--- config.mk ---
export PLATFORM = sky130hd
export DESIGN_NAME = light_sequencer
export DESIGN_NICKNAME = d
export VERILOG_FILES = /design/src/rtl/light_seq_pkg.sv /design/src/rtl/seq_bcd_counter.sv /design/src/rtl/seq_phase_ctrl.sv /design/src/rtl/light_sequencer.sv
export SDC_FILE = /design/constraint.sdc
export NUM_CORES = 1
export LEC_CHECK = 0
export ABC_AREA = 1
export BUFFER_PORTS_ARGS = -buffer_cell sky130_fd_sc_hd__buf_4
export CORE_MARGIN = 4
export CORE_UTILIZATION = 53
export DETAILED_ROUTE_END_ITERATION = 8
export PLACE_DENSITY = 0.85
export SLEW_MARGIN = 20
export SYNTH_ARGS = -nofsm -noshare
export SYNTH_HDL_FRONTEND = slang
export SYNTH_SLANG_ARGS = --single-unit
--- constraint.sdc ---
create_clock -name clk -period 2.3 [get_ports clk]
set_input_delay 0.345 -clock clk [delete_from_list [all_inputs] [get_ports clk]]
set_output_delay 0.345 -clock clk [all_outputs]
set_load 0.02 [all_outputs]
--- src/rtl/light_seq_pkg.sv ---
package light_seq_pkg;

  typedef enum logic [1:0] {
    LAMP_RED    = 2'd0,
    LAMP_YELLOW = 2'd1,
    LAMP_GREEN  = 2'd2
  } lamp_e;

  // Strobes from the control to the counter datapath
  typedef struct packed {
    logic load;    // reload a preset
    logic loadNs;  // 1: north-south preset, 0: east-west preset
    logic dec;     // decrement by one in BCD
  } strobe_t;

  localparam int NUM_ROADS = 2;
  localparam int ROAD_EW   = 0;
  localparam int ROAD_NS   = 1;

endpackage

--- src/rtl/seq_bcd_counter.sv ---
module seq_bcd_counter
  import light_seq_pkg::*;
#(
  parameter int EW_TIME = 22,
  parameter int NS_TIME = 16
) (
  input  logic       clk,
  input  logic       rst,
  input  strobe_t    strobes,
  output logic [3:0] tens,
  output logic [3:0] units
);

  localparam logic [3:0] EW_TENS  = 4'(EW_TIME / 10);
  localparam logic [3:0] EW_UNITS = 4'(EW_TIME % 10);
  localparam logic [3:0] NS_TENS  = 4'(NS_TIME / 10);
  localparam logic [3:0] NS_UNITS = 4'(NS_TIME % 10);

  always_ff @(posedge clk) begin
    if (rst) begin
      tens  <= EW_TENS;
      units <= EW_UNITS;
    end else if (strobes.load) begin
      tens  <= strobes.loadNs ? NS_TENS  : EW_TENS;
      units <= strobes.loadNs ? NS_UNITS : EW_UNITS;
    end else if (strobes.dec) begin
      if (units == 4'd0) begin
        units <= 4'd9;
        tens  <= tens - 4'd1;
      end else begin
        units <= units - 4'd1;
      end
    end
  end

endmodule

--- src/rtl/seq_phase_ctrl.sv ---
module seq_phase_ctrl
  import light_seq_pkg::*;
#(
  parameter int YELLOW_TIME = 3
) (
  input  logic       clk,
  input  logic       rst,
  input  logic       tick,
  input  logic [3:0] tens,
  input  logic [3:0] units,
  output strobe_t    strobes,
  output lamp_e      lamps [NUM_ROADS]
);

  localparam logic [7:0] YELLOW_LIMIT = 8'(YELLOW_TIME);

  logic       phaseNs;
  logic [7:0] countBin;
  logic       isLast;
  logic       inYellow;

  // Magnitude of the BCD count, used for the lamp comparison
  assign countBin = ({4'b0, tens} * 8'd10) + {4'b0, units};
  assign isLast   = (countBin == 8'd1);
  assign inYellow = (countBin <= YELLOW_LIMIT);

  always_comb begin
    strobes.load   = tick && isLast;
    strobes.loadNs = !phaseNs;
    strobes.dec    = tick && !isLast;
  end

  always_ff @(posedge clk) begin
    if (rst) begin
      phaseNs <= 1'b0;
    end else if (strobes.load) begin
      phaseNs <= !phaseNs;
    end
  end

  for (genvar r = 0; r < NUM_ROADS; r++) begin : g_road
    always_comb begin
      if (phaseNs == (r == ROAD_NS)) begin
        lamps[r] = inYellow ? LAMP_YELLOW : LAMP_GREEN;
      end else begin
        lamps[r] = LAMP_RED;
      end
    end
  end

endmodule

--- src/rtl/light_sequencer.sv ---
module light_sequencer
  import light_seq_pkg::*;
#(
  parameter int EW_TIME     = 22,
  parameter int NS_TIME     = 16,
  parameter int YELLOW_TIME = 3
) (
  input  logic       clk,
  input  logic       rst,
  input  logic       tick,
  output logic       ewRed,
  output logic       ewYellow,
  output logic       ewGreen,
  output logic       nsRed,
  output logic       nsYellow,
  output logic       nsGreen,
  output logic [3:0] cntTens,
  output logic [3:0] cntUnits
);

  strobe_t strobes;
  lamp_e   lamps [NUM_ROADS];

  seq_phase_ctrl #(
    .YELLOW_TIME(YELLOW_TIME)
  ) u_ctrl (
    .clk    (clk),
    .rst    (rst),
    .tick   (tick),
    .tens   (cntTens),
    .units  (cntUnits),
    .strobes(strobes),
    .lamps  (lamps)
  );

  seq_bcd_counter #(
    .EW_TIME(EW_TIME),
    .NS_TIME(NS_TIME)
  ) u_cnt (
    .clk    (clk),
    .rst    (rst),
    .strobes(strobes),
    .tens   (cntTens),
    .units  (cntUnits)
  );

  assign ewRed    = (lamps[ROAD_EW] == LAMP_RED);
  assign ewYellow = (lamps[ROAD_EW] == LAMP_YELLOW);
  assign ewGreen  = (lamps[ROAD_EW] == LAMP_GREEN);
  assign nsRed    = (lamps[ROAD_NS] == LAMP_RED);
  assign nsYellow = (lamps[ROAD_NS] == LAMP_YELLOW);
  assign nsGreen  = (lamps[ROAD_NS] == LAMP_GREEN);

endmodule

## Word level (Yosys, flattened, before mapping)

Index checks and enable logic that the tools add are counted.

- Add/sub/neg operators: 3
- $mul: 1
- Order comparisons: 1
- Equal/unequal tests: 5
- Multiplexer cells: 11
- Reduce and logical (&&, ||, !) cells: 10

Operators with widths:

| kind | count |
|---|---|
| 4-bit 2-to-1 mux | 6 |
| 8-bit by 4-bit adder with 8-bit output | 1 |
| 8-bit by 1-bit equality test with 1-bit output (second input constant) | 1 |
| 8-bit by 2-bit <= comparator with 1-bit output (second input constant) | 1 |
| 2-bit 2-to-1 mux | 4 |
| 4-bit by 1-bit subtractor with 4-bit output (second input constant) | 2 |
| 4-bit by 3-bit multiplier with 7-bit output (second input constant) | 1 |
| 2-bit by 1-bit equality test with 1-bit output (second input constant) | 2 |
| 2-bit equality test (second input constant) | 2 |
| 2-bit zero test | 2 |
| 4-bit zero test | 1 |
| 2-bit nonzero test | 2 |
| 3-bit 2-to-1 mux | 1 |
| 1-bit logical AND | 2 |
| 1-bit zero test | 2 |
| 2-bit AND reduction | 1 |

- Register bits: 9
- Bits of input ports: 3
- Output and inout port bits: 14
- Logic and storage cells: 34

## Logic depth before layout (Yosys ltp)

Gate-level depths: netlist of the first run.

- Depth after elaboration: 7
- Depth in mapped cells: 15
- Mapped depth without buffers: 15

## Hierarchy

A second synthesis of the first run with hierarchy kept.

- Cells, all modules: 151
- Area total of the unflattened synthesis: 913.4 um2

Modules (own cells, without submodules):

| module | times used | cells each | area an instance (um2) | seq. area each (um2) |
|---|---|---|---|---|
| seq_phase_ctrl | 1 | 83 | 457.9 | 20.0 |
| seq_bcd_counter | 1 | 58 | 417.9 | 160.2 |
| light_sequencer | 1 | 10 | 37.5 | 0.0 |

## Least setup slack after synthesis of the first run

OpenSTA, ideal clock, no wires.

- Kind: reg2out
- Start point: register u_cnt.tens[3]
- End point: output ewYellow
- Arrival time: 2133 ps
- Required time: 1955 ps
- Setup slack: -178 ps
- Stages on the path, launching flop included: 8
- Path buffers: 0
- Cell sequence: dfxtp_1 -> ha_1 -> ha_1 -> fa_1 -> inv_1 -> a21oi_1 -> nand2_1 -> nor2_1

- Word-level cells in the longest chain between the ends: 6

Ends and longest elaborated chain:

| item | line | source |
|---|---|---|
| start: declaration | seq_bcd_counter.sv:10 | `output logic [3:0] tens,` |
| start signal: assignment | seq_bcd_counter.sv:24 | `tens <= strobes.loadNs ? NS_TENS : EW_TENS;` |
| start signal: assignment | seq_bcd_counter.sv:29 | `tens <= tens - 4'd1;` |
| 4-bit by 3-bit multiplier with 7-bit output | seq_phase_ctrl.sv:23 | `assign countBin = ({4'b0, tens} * 8'd10) + {4'b0, units};` |
| 8-bit by 4-bit adder with 8-bit output | seq_phase_ctrl.sv:23 |  |
| 8-bit by 2-bit <= comparator with 1-bit output | seq_phase_ctrl.sv:25 | `assign inYellow = (countBin <= YELLOW_LIMIT);` |
| 2-bit 2-to-1 mux | seq_phase_ctrl.sv:44 | `lamps[r] = inYellow ? LAMP_YELLOW : LAMP_GREEN;` |
| 2-bit 2-to-1 mux | seq_phase_ctrl.sv:43 | `if (phaseNs == (r == ROAD_NS)) begin` |
| 2-bit by 1-bit equality test with 1-bit output | light_sequencer.sv:48 | `assign ewYellow = (lamps[ROAD_EW] == LAMP_YELLOW);` |
| end: declaration | light_sequencer.sv:12 | `output logic ewYellow,` |

Every way passes these cells.

## Worst setup path in the final report of the first run

- Start point: register u_cnt.tens[1]
- End point: output ewGreen

- Word-level cells in the longest chain between the ends: 6

Ends and longest elaborated chain:

| item | line | source |
|---|---|---|
| 4-bit by 3-bit multiplier with 7-bit output | seq_phase_ctrl.sv:23 |  |
| 8-bit by 4-bit adder with 8-bit output | seq_phase_ctrl.sv:23 |  |
| 8-bit by 2-bit <= comparator with 1-bit output | seq_phase_ctrl.sv:25 |  |
| 2-bit 2-to-1 mux | seq_phase_ctrl.sv:44 |  |
| 2-bit 2-to-1 mux | seq_phase_ctrl.sv:43 |  |
| 2-bit equality test | light_sequencer.sv:49 | `assign ewGreen = (lamps[ROAD_EW] == LAMP_GREEN);` |
| end: declaration | light_sequencer.sv:13 | `output logic ewGreen,` |

Every way passes these cells.

==> flow_summary.yaml, run 1 <==
placed_design:
  dp.final_hpwl_um: 1515
  place.gp.congestion: 0.8344
  post_dp_cell_area_um2: 996.0
  io_buffers: 16
  pre_cts_slack_ns: -0.06270
floorplanning:
  die-height_um: 47.20
  die_width_um: 47.20
  placementRows: 13
  start_util: 0.5962
  die_area_um2: 2228
  num_io_pins: 17
  core_region_area_um2: 1366
cts:
  cts.sinks: 9
  clk_pin_slew_ns: 0.06
  cts_inserted_buffers: 3
  hold_buffers: 0
  clock_path_buffers: 2
  latest_clock_arrival_within_the_worst_skew_pair_ns: 0.27
  h-tree-depth: 1
  cts-root-buf: "clkbuf_4"
  tritoncts_clock_tree: "done"
sta:
  post-route-min-period_ns: 2.461
  clock-skew-final_ns: 0.002306
  final.period_utilization: 1.070
  max_slew_margin: 0.8430
  setup_tns_ns: -0.6064
  timing.final.setup_violations: 4
  setup_repair_after_global_routing_missed_its_margin: "yes"
  final_critical_path_setup_slack_ns: -0.1611
  report.final.slew_viol_count: 0
  max_freq_mhz: 406.3
  finalHoldViolCount: 0
  tightest_slew_ns: 0.2346
yosys:
  seq_area_frac_synth: 0.2212
  synth.ff_latch_count: 9
  synthesized_instance_count: 123
  number_of_library_cell_types_mapped_by_synthesis: 22
  synth.area.mux_share: 0
  yosysTopAreaCellShare: 0.2212
  synth.area.top_cells: "dfxtp_1 (22%), nand2_1 (14%), ha_1 (12%)"
  synth_xor_area_frac: 0.01075
  synthArstFlopShare: 0
  synth-simple-area-share: 0.3902
  ys.flop_type: "dfxtp_1"
  mappedNetlistArea_um2: 814.5
  post_synth_fa_ha_maj_area_fraction: 0.1720
  syn_nets: 136
  synth.yosys.warnings: 0
  synth_area_per_inst_um2: 6.622
  synth.largest_area_cell: "dfxtp_1"
  main_combinational_cell_family_by_area_after_synthesis: "simple AND/OR/NAND/NOR gates"
  synth_edf_count: 0
  synth-compound-area-share: 0.07680
setup_path:
  path_class: "reg -> out"
  cp_data_arrival_time_ns: 2.12
  critical_path_start_type: "register"
  reg2reg_depth: 13
  endpoint_kind: "output port"
  worst-endpoint-required_ns: 1.96
  worst-path-max-fanout: 5
power:
  switching_share: 0.3750
  cell_internal_power_dissipation_mw: 0.3280
  p_sw_mw: 0.1968
  clock_share_of_power: 0.242
  power.density_cell_area_nw_per_um2: 457.4
  design_power_total_mw: 0.5248
  power.static_leakage_nw: 0.5928
  power.share.combinational: 0.422
  power.ir.vdd_worst_mv: 0.4331
  seq_power_share: 0.336
detailed_routing:
  drt-vias-per-instance: 5.180
  totalWireLength_um: 2091
  wl_per_cell_um: 12.52
  antenna_left: 0
  dr.pass1.iters: 4
  vias: 865
  drtIter0Drc: 18
  drc_violations: 0
global_route:
  first_global_vias: 779
  first_pass_grt_wire_length_um: 3429
  grt_max_degree: 11
  globalRouteTotalUtil: 0.2236
  antenna_violations_before_repair: 0
  grt_overflow: 0
outcome:
  violations: "negative setup slack"
  outcome: "finished with violations"
worst_hold_path:
  worst_hold_path_type: "in -> reg"
  holdPathStages: 2
finish:
  drive_above_1_share: 0.4079
  nNetsFinal: 166
  num_antenna_cells: 0
  layout.filler_cells: 81
  area_growth_syn_to_fin_pct: 40.86
  final_cell_area_um2: 1147
flow_run:
  drv.max_cap_violation_count: 0
final timing paths:
| check | to | from | slack, ns |
|---|---|---|---|
| worst max-delay path | ewGreen | u_cnt.tens[1] | -0.16 |
| worst min-delay path | u_ctrl.phaseNs | rst | 0.27 |
| worst max register to register | u_cnt.tens[1] | u_cnt.tens[1] | 0.07 |
| worst min register to register | u_ctrl.phaseNs | u_ctrl.phaseNs | 0.54 |
synth_stat cells, types with 2 or more instances:
cell	instances
nand2_1	31
nand4_1	5
dfxtp_1	9
ha_1	8
nand2_4	2
a21oi_1	4
o21ai_0	4
fa_1	2
nand2_2	4
nor2_1	16
nand3_1	6
inv_1	21
inv_2	2
cell families (layout without fill, tap and decap cells):
group	count (synthesis)	in the layout
AND/OR/NAND/NOR	66	66
XOR/XNOR	1	1
AO/OA/AOI/OAI	11	11
buffers and inverters	26	55
flip-flops	9	9
adder cells (fa/ha/maj)	10	10
timing repair:
| item | CTS | global route |
|---|---|---|
| pin swaps | 5 | 5 |
| endpoints found under the setup margin | 4 | 8 |
| gates resized for setup | 16 | 8 |
| setup buffers | 3 | 2 |
flip-flops by register name, indices dropped and copies added, names as in the netlist:
signal and cells:
u_cnt.units 4, u_ctrl.phaseNs 1, u_cnt.tens 4
area by class of cell:
type	count	area [µm²]	area share
Clock buffer	4	26.28	0.02290
Inverter	24	90.09	0.07852
Multi-Input combinational cell	88	606.8	0.5289
Sequential cell	9	183.9	0.1603
Tap cell	15	18.77	0.01636
Timing Repair Buffer	27	221.5	0.1930
cells in the final DEF (no fill, tap or decap), drive strengths merged:
cell    netlist  final
a21oi         5      5
a31oi         1      1
buf           1     27
clkbuf        1      4
clkinv        1      1
dfxtp         9      9
fa            2      2
ha            8      8
inv          23     23
nand2        37     37
nand3         6      6
nand4         6      6
nor2         17     17
o21ai         4      4
o31ai         1      1
xor2          1      1
metal layers:
| metal | GRT usage | wire length [µm] | vias to the layer above |
|---|---|---|---|
| met3 | 0.06130 | 107 | 2 |
| li1 | - | - | 442 |
| met4 | 0.07735 | 11 | 0 |
| met2 | 0.4092 | 1117 | 27 |
| met1 | 0.2449 | 855 | 394 |
| met5 | 0 | 0 | - |
through the flow:
stage | hold slack, ns | utilization | cells
4_1_cts | 0.2666 | 0.8114 | 165
3_3_place_gp | 0.5165 | 0.7289 | 158
3_5_place_dp | 0.5304 | 0.7289 | 158
5_1_grt | 0.2668 | 0.8397 | 167
6_report | 0.2711 | 0.8397 | 167
2_1_floorplan | 0.4141 | - | 123
worst max-delay path, cell delays in order, from the launching register on:
cell and delay (ns):
dfxtp_2 0.35, buf_4 0.16, inv_2 0.07, fa_1 0.53, nand2_1 0.06, nor2_2 0.12
nand2_2 0.10, a21oi_4 0.15, nand2_4 0.08, inv_2 0.07, nor2_2 0.04, buf_6 0.13
power groups by stage:
stage	combinational [mW]	sequential [mW]	clock, mW
after global placement	0.172	0.178	0
after CTS	0.209	0.176	0.129
after global routing	0.246	0.177	0.140
final	0.221	0.176	0.127
after floorplan	0.108	0.194	0
after detailed placement	0.178	0.178	0
Note: power is estimated with default switching activity, not from simulation.
==> inputs of run 2 (changes only) <==
HOLD_SLACK_MARGIN = 0.1   (was unset)
SETUP_SLACK_MARGIN = 0.15   (was unset)
==> flow_summary.yaml, run 2 (synthesis gave the netlist of run 1 again) <==
setup_path:
  critical_path_start_type: "register"
  worst-endpoint-required_ns: 1.96
  endpoint_kind: "output port"
  worst-path-max-fanout: 3
  reg2reg_setup_slack_ns: -0.16
  cp_data_arrival_time_ns: 2.21
  path_class: "reg -> out"
floorplanning:
  die-height_um: 47.20
  placementRows: 13
  num_io_pins: 17
  start_util: 0.5962
  die_width_um: 47.20
  core_region_area_um2: 1366
  die_area_um2: 2228
cts:
  cts.sinks: 9
  h-tree-depth: 1
  tritoncts_clock_tree: "done"
  hold_buffers: 0
  clk_pin_slew_ns: 0.08
  cts-root-buf: "clkbuf_4"
  cts_inserted_buffers: 3
  clock_path_buffers: 2
  latest_clock_arrival_within_the_worst_skew_pair_ns: 0.28
detailed_routing:
  antenna_left: 0
  wl_per_cell_um: 15.25
  drt-vias-per-instance: 5.575
  vias: 931
  dr.pass1.iters: 4
  drc_violations: 0
  drtIter0Drc: 48
  totalWireLength_um: 2546
global_route:
  grt_overflow: 0
  antenna_violations_before_repair: 0
  first_pass_grt_wire_length_um: 3988
  globalRouteTotalUtil: 0.2676
  grt_max_degree: 11
  first_global_vias: 921
finish:
  area_growth_syn_to_fin_pct: 45.32
  layout.filler_cells: 74
  nNetsFinal: 166
  num_antenna_cells: 0
  layout.cells.most_common_list: "nand2_1 (28), buf_4 (20), inv_1 (17)"
  drive_above_1_share: 0.4276
  final_cell_area_um2: 1184
  layout.cells.most_common: "nand2_1"
  reg_top3: "u_cnt.tens x4, u_cnt.units x4, u_ctrl.phaseNs x1"
sta:
  timing.final.setup_violations: 12
  final_critical_path_setup_slack_ns: -0.2514
  clock-skew-final_ns: 0.005351
  max_freq_mhz: 391.9
  hold-worst-slack_ns: 0.2545
  setup_repair_after_global_routing_missed_its_margin: "yes"
  tightest_slew_ns: 0.3178
  max_slew_margin: 0.7873
  final.period_utilization: 1.109
  post-route-min-period_ns: 2.551
  report.final.slew_viol_count: 0
  setup_tns_ns: -1.591
  finalHoldViolCount: 0
worst_hold_path:
  worst_hold_path_type: "in -> reg"
placed_design:
  place.gp.congestion: 0.8881
  post_dp_cell_area_um2: 1044
  dp.final_hpwl_um: 1661
  io_buffers: 16
power:
  power.ir.vdd_worst_mv: 0.3753
  power.density_cell_area_nw_per_um2: 450.8
  power.static_leakage_nw: 0.5907
outcome:
  violations: "negative setup slack"
  outcome: "finished with violations"
flow_run:
  drv.max_cap_violation_count: 0
run 2: metal layers:
metal,global-route usage,up-vias,routed length [µm]
li1,-,443,-
met4,0.1934,0,94
met5,0,-,0
met2,0.4580,41,1312
met3,0.04598,12,142
met1,0.2945,435,996
run 2: final timing paths:
path                       start             end  depth (start not counted)
hold reg to reg   u_ctrl.phaseNs  u_ctrl.phaseNs                          2
hold / removal               rst  u_ctrl.phaseNs                          2
setup / recovery   u_cnt.tens[3]         nsGreen                          9
setup reg to reg   u_cnt.tens[3]   u_cnt.tens[0]                         14
run 2: worst max-delay path: stages, from the launching register on:
cell	delay (ns)
dfxtp_4	0.35
ha_4	0.24
ha_4	0.16
fa_2	0.55
inv_2	0.05
a21oi_2	0.16
nand2_2	0.14
inv_4	0.10
nor2_4	0.04
buf_6	0.13
run 2: area by class of cell:
cell class / instances / area (µm²) / area share
timing repair buffer: 27 / 229.0 / 0.1934
clock buffer: 4 / 26.28 / 0.02220
tap: 15 / 18.77 / 0.01586
sequential: 9 / 196.4 / 0.1660
inverter: 24 / 92.59 / 0.07822
multi-input combinational: 88 / 620.6 / 0.5243
run 2: repair_timing:
item | in CTS | in global routing
cloned | 0 | 0
gates resized for setup | 8 | 11
pin swaps | 10 | 8
buffers inserted | 5 | 2
endpoints found under the setup margin | 5 | 12
run 2: where the power goes:
part           internal, mW  total (mW)  switching (mW)
sequential            0.165       0.177          0.0124
clock                0.0673       0.139          0.0712
combinational        0.0911       0.218           0.127
run 2: through the flow:
stage | worst slack, ns | utilization | power (mW) | std cells
2_1_floorplan | 0.1473 | - | 0.3156 | 123
3_3_place_gp | 0.03813 | 0.7637 | 0.3602 | 156
3_5_place_dp | -0.002617 | 0.7637 | 0.3689 | 156
4_1_cts | -0.2203 | 0.8315 | 0.5098 | 165
5_1_grt | -0.3276 | 0.8663 | 0.5654 | 167
6_report | -0.2514 | 0.8663 | 0.5336 | 167
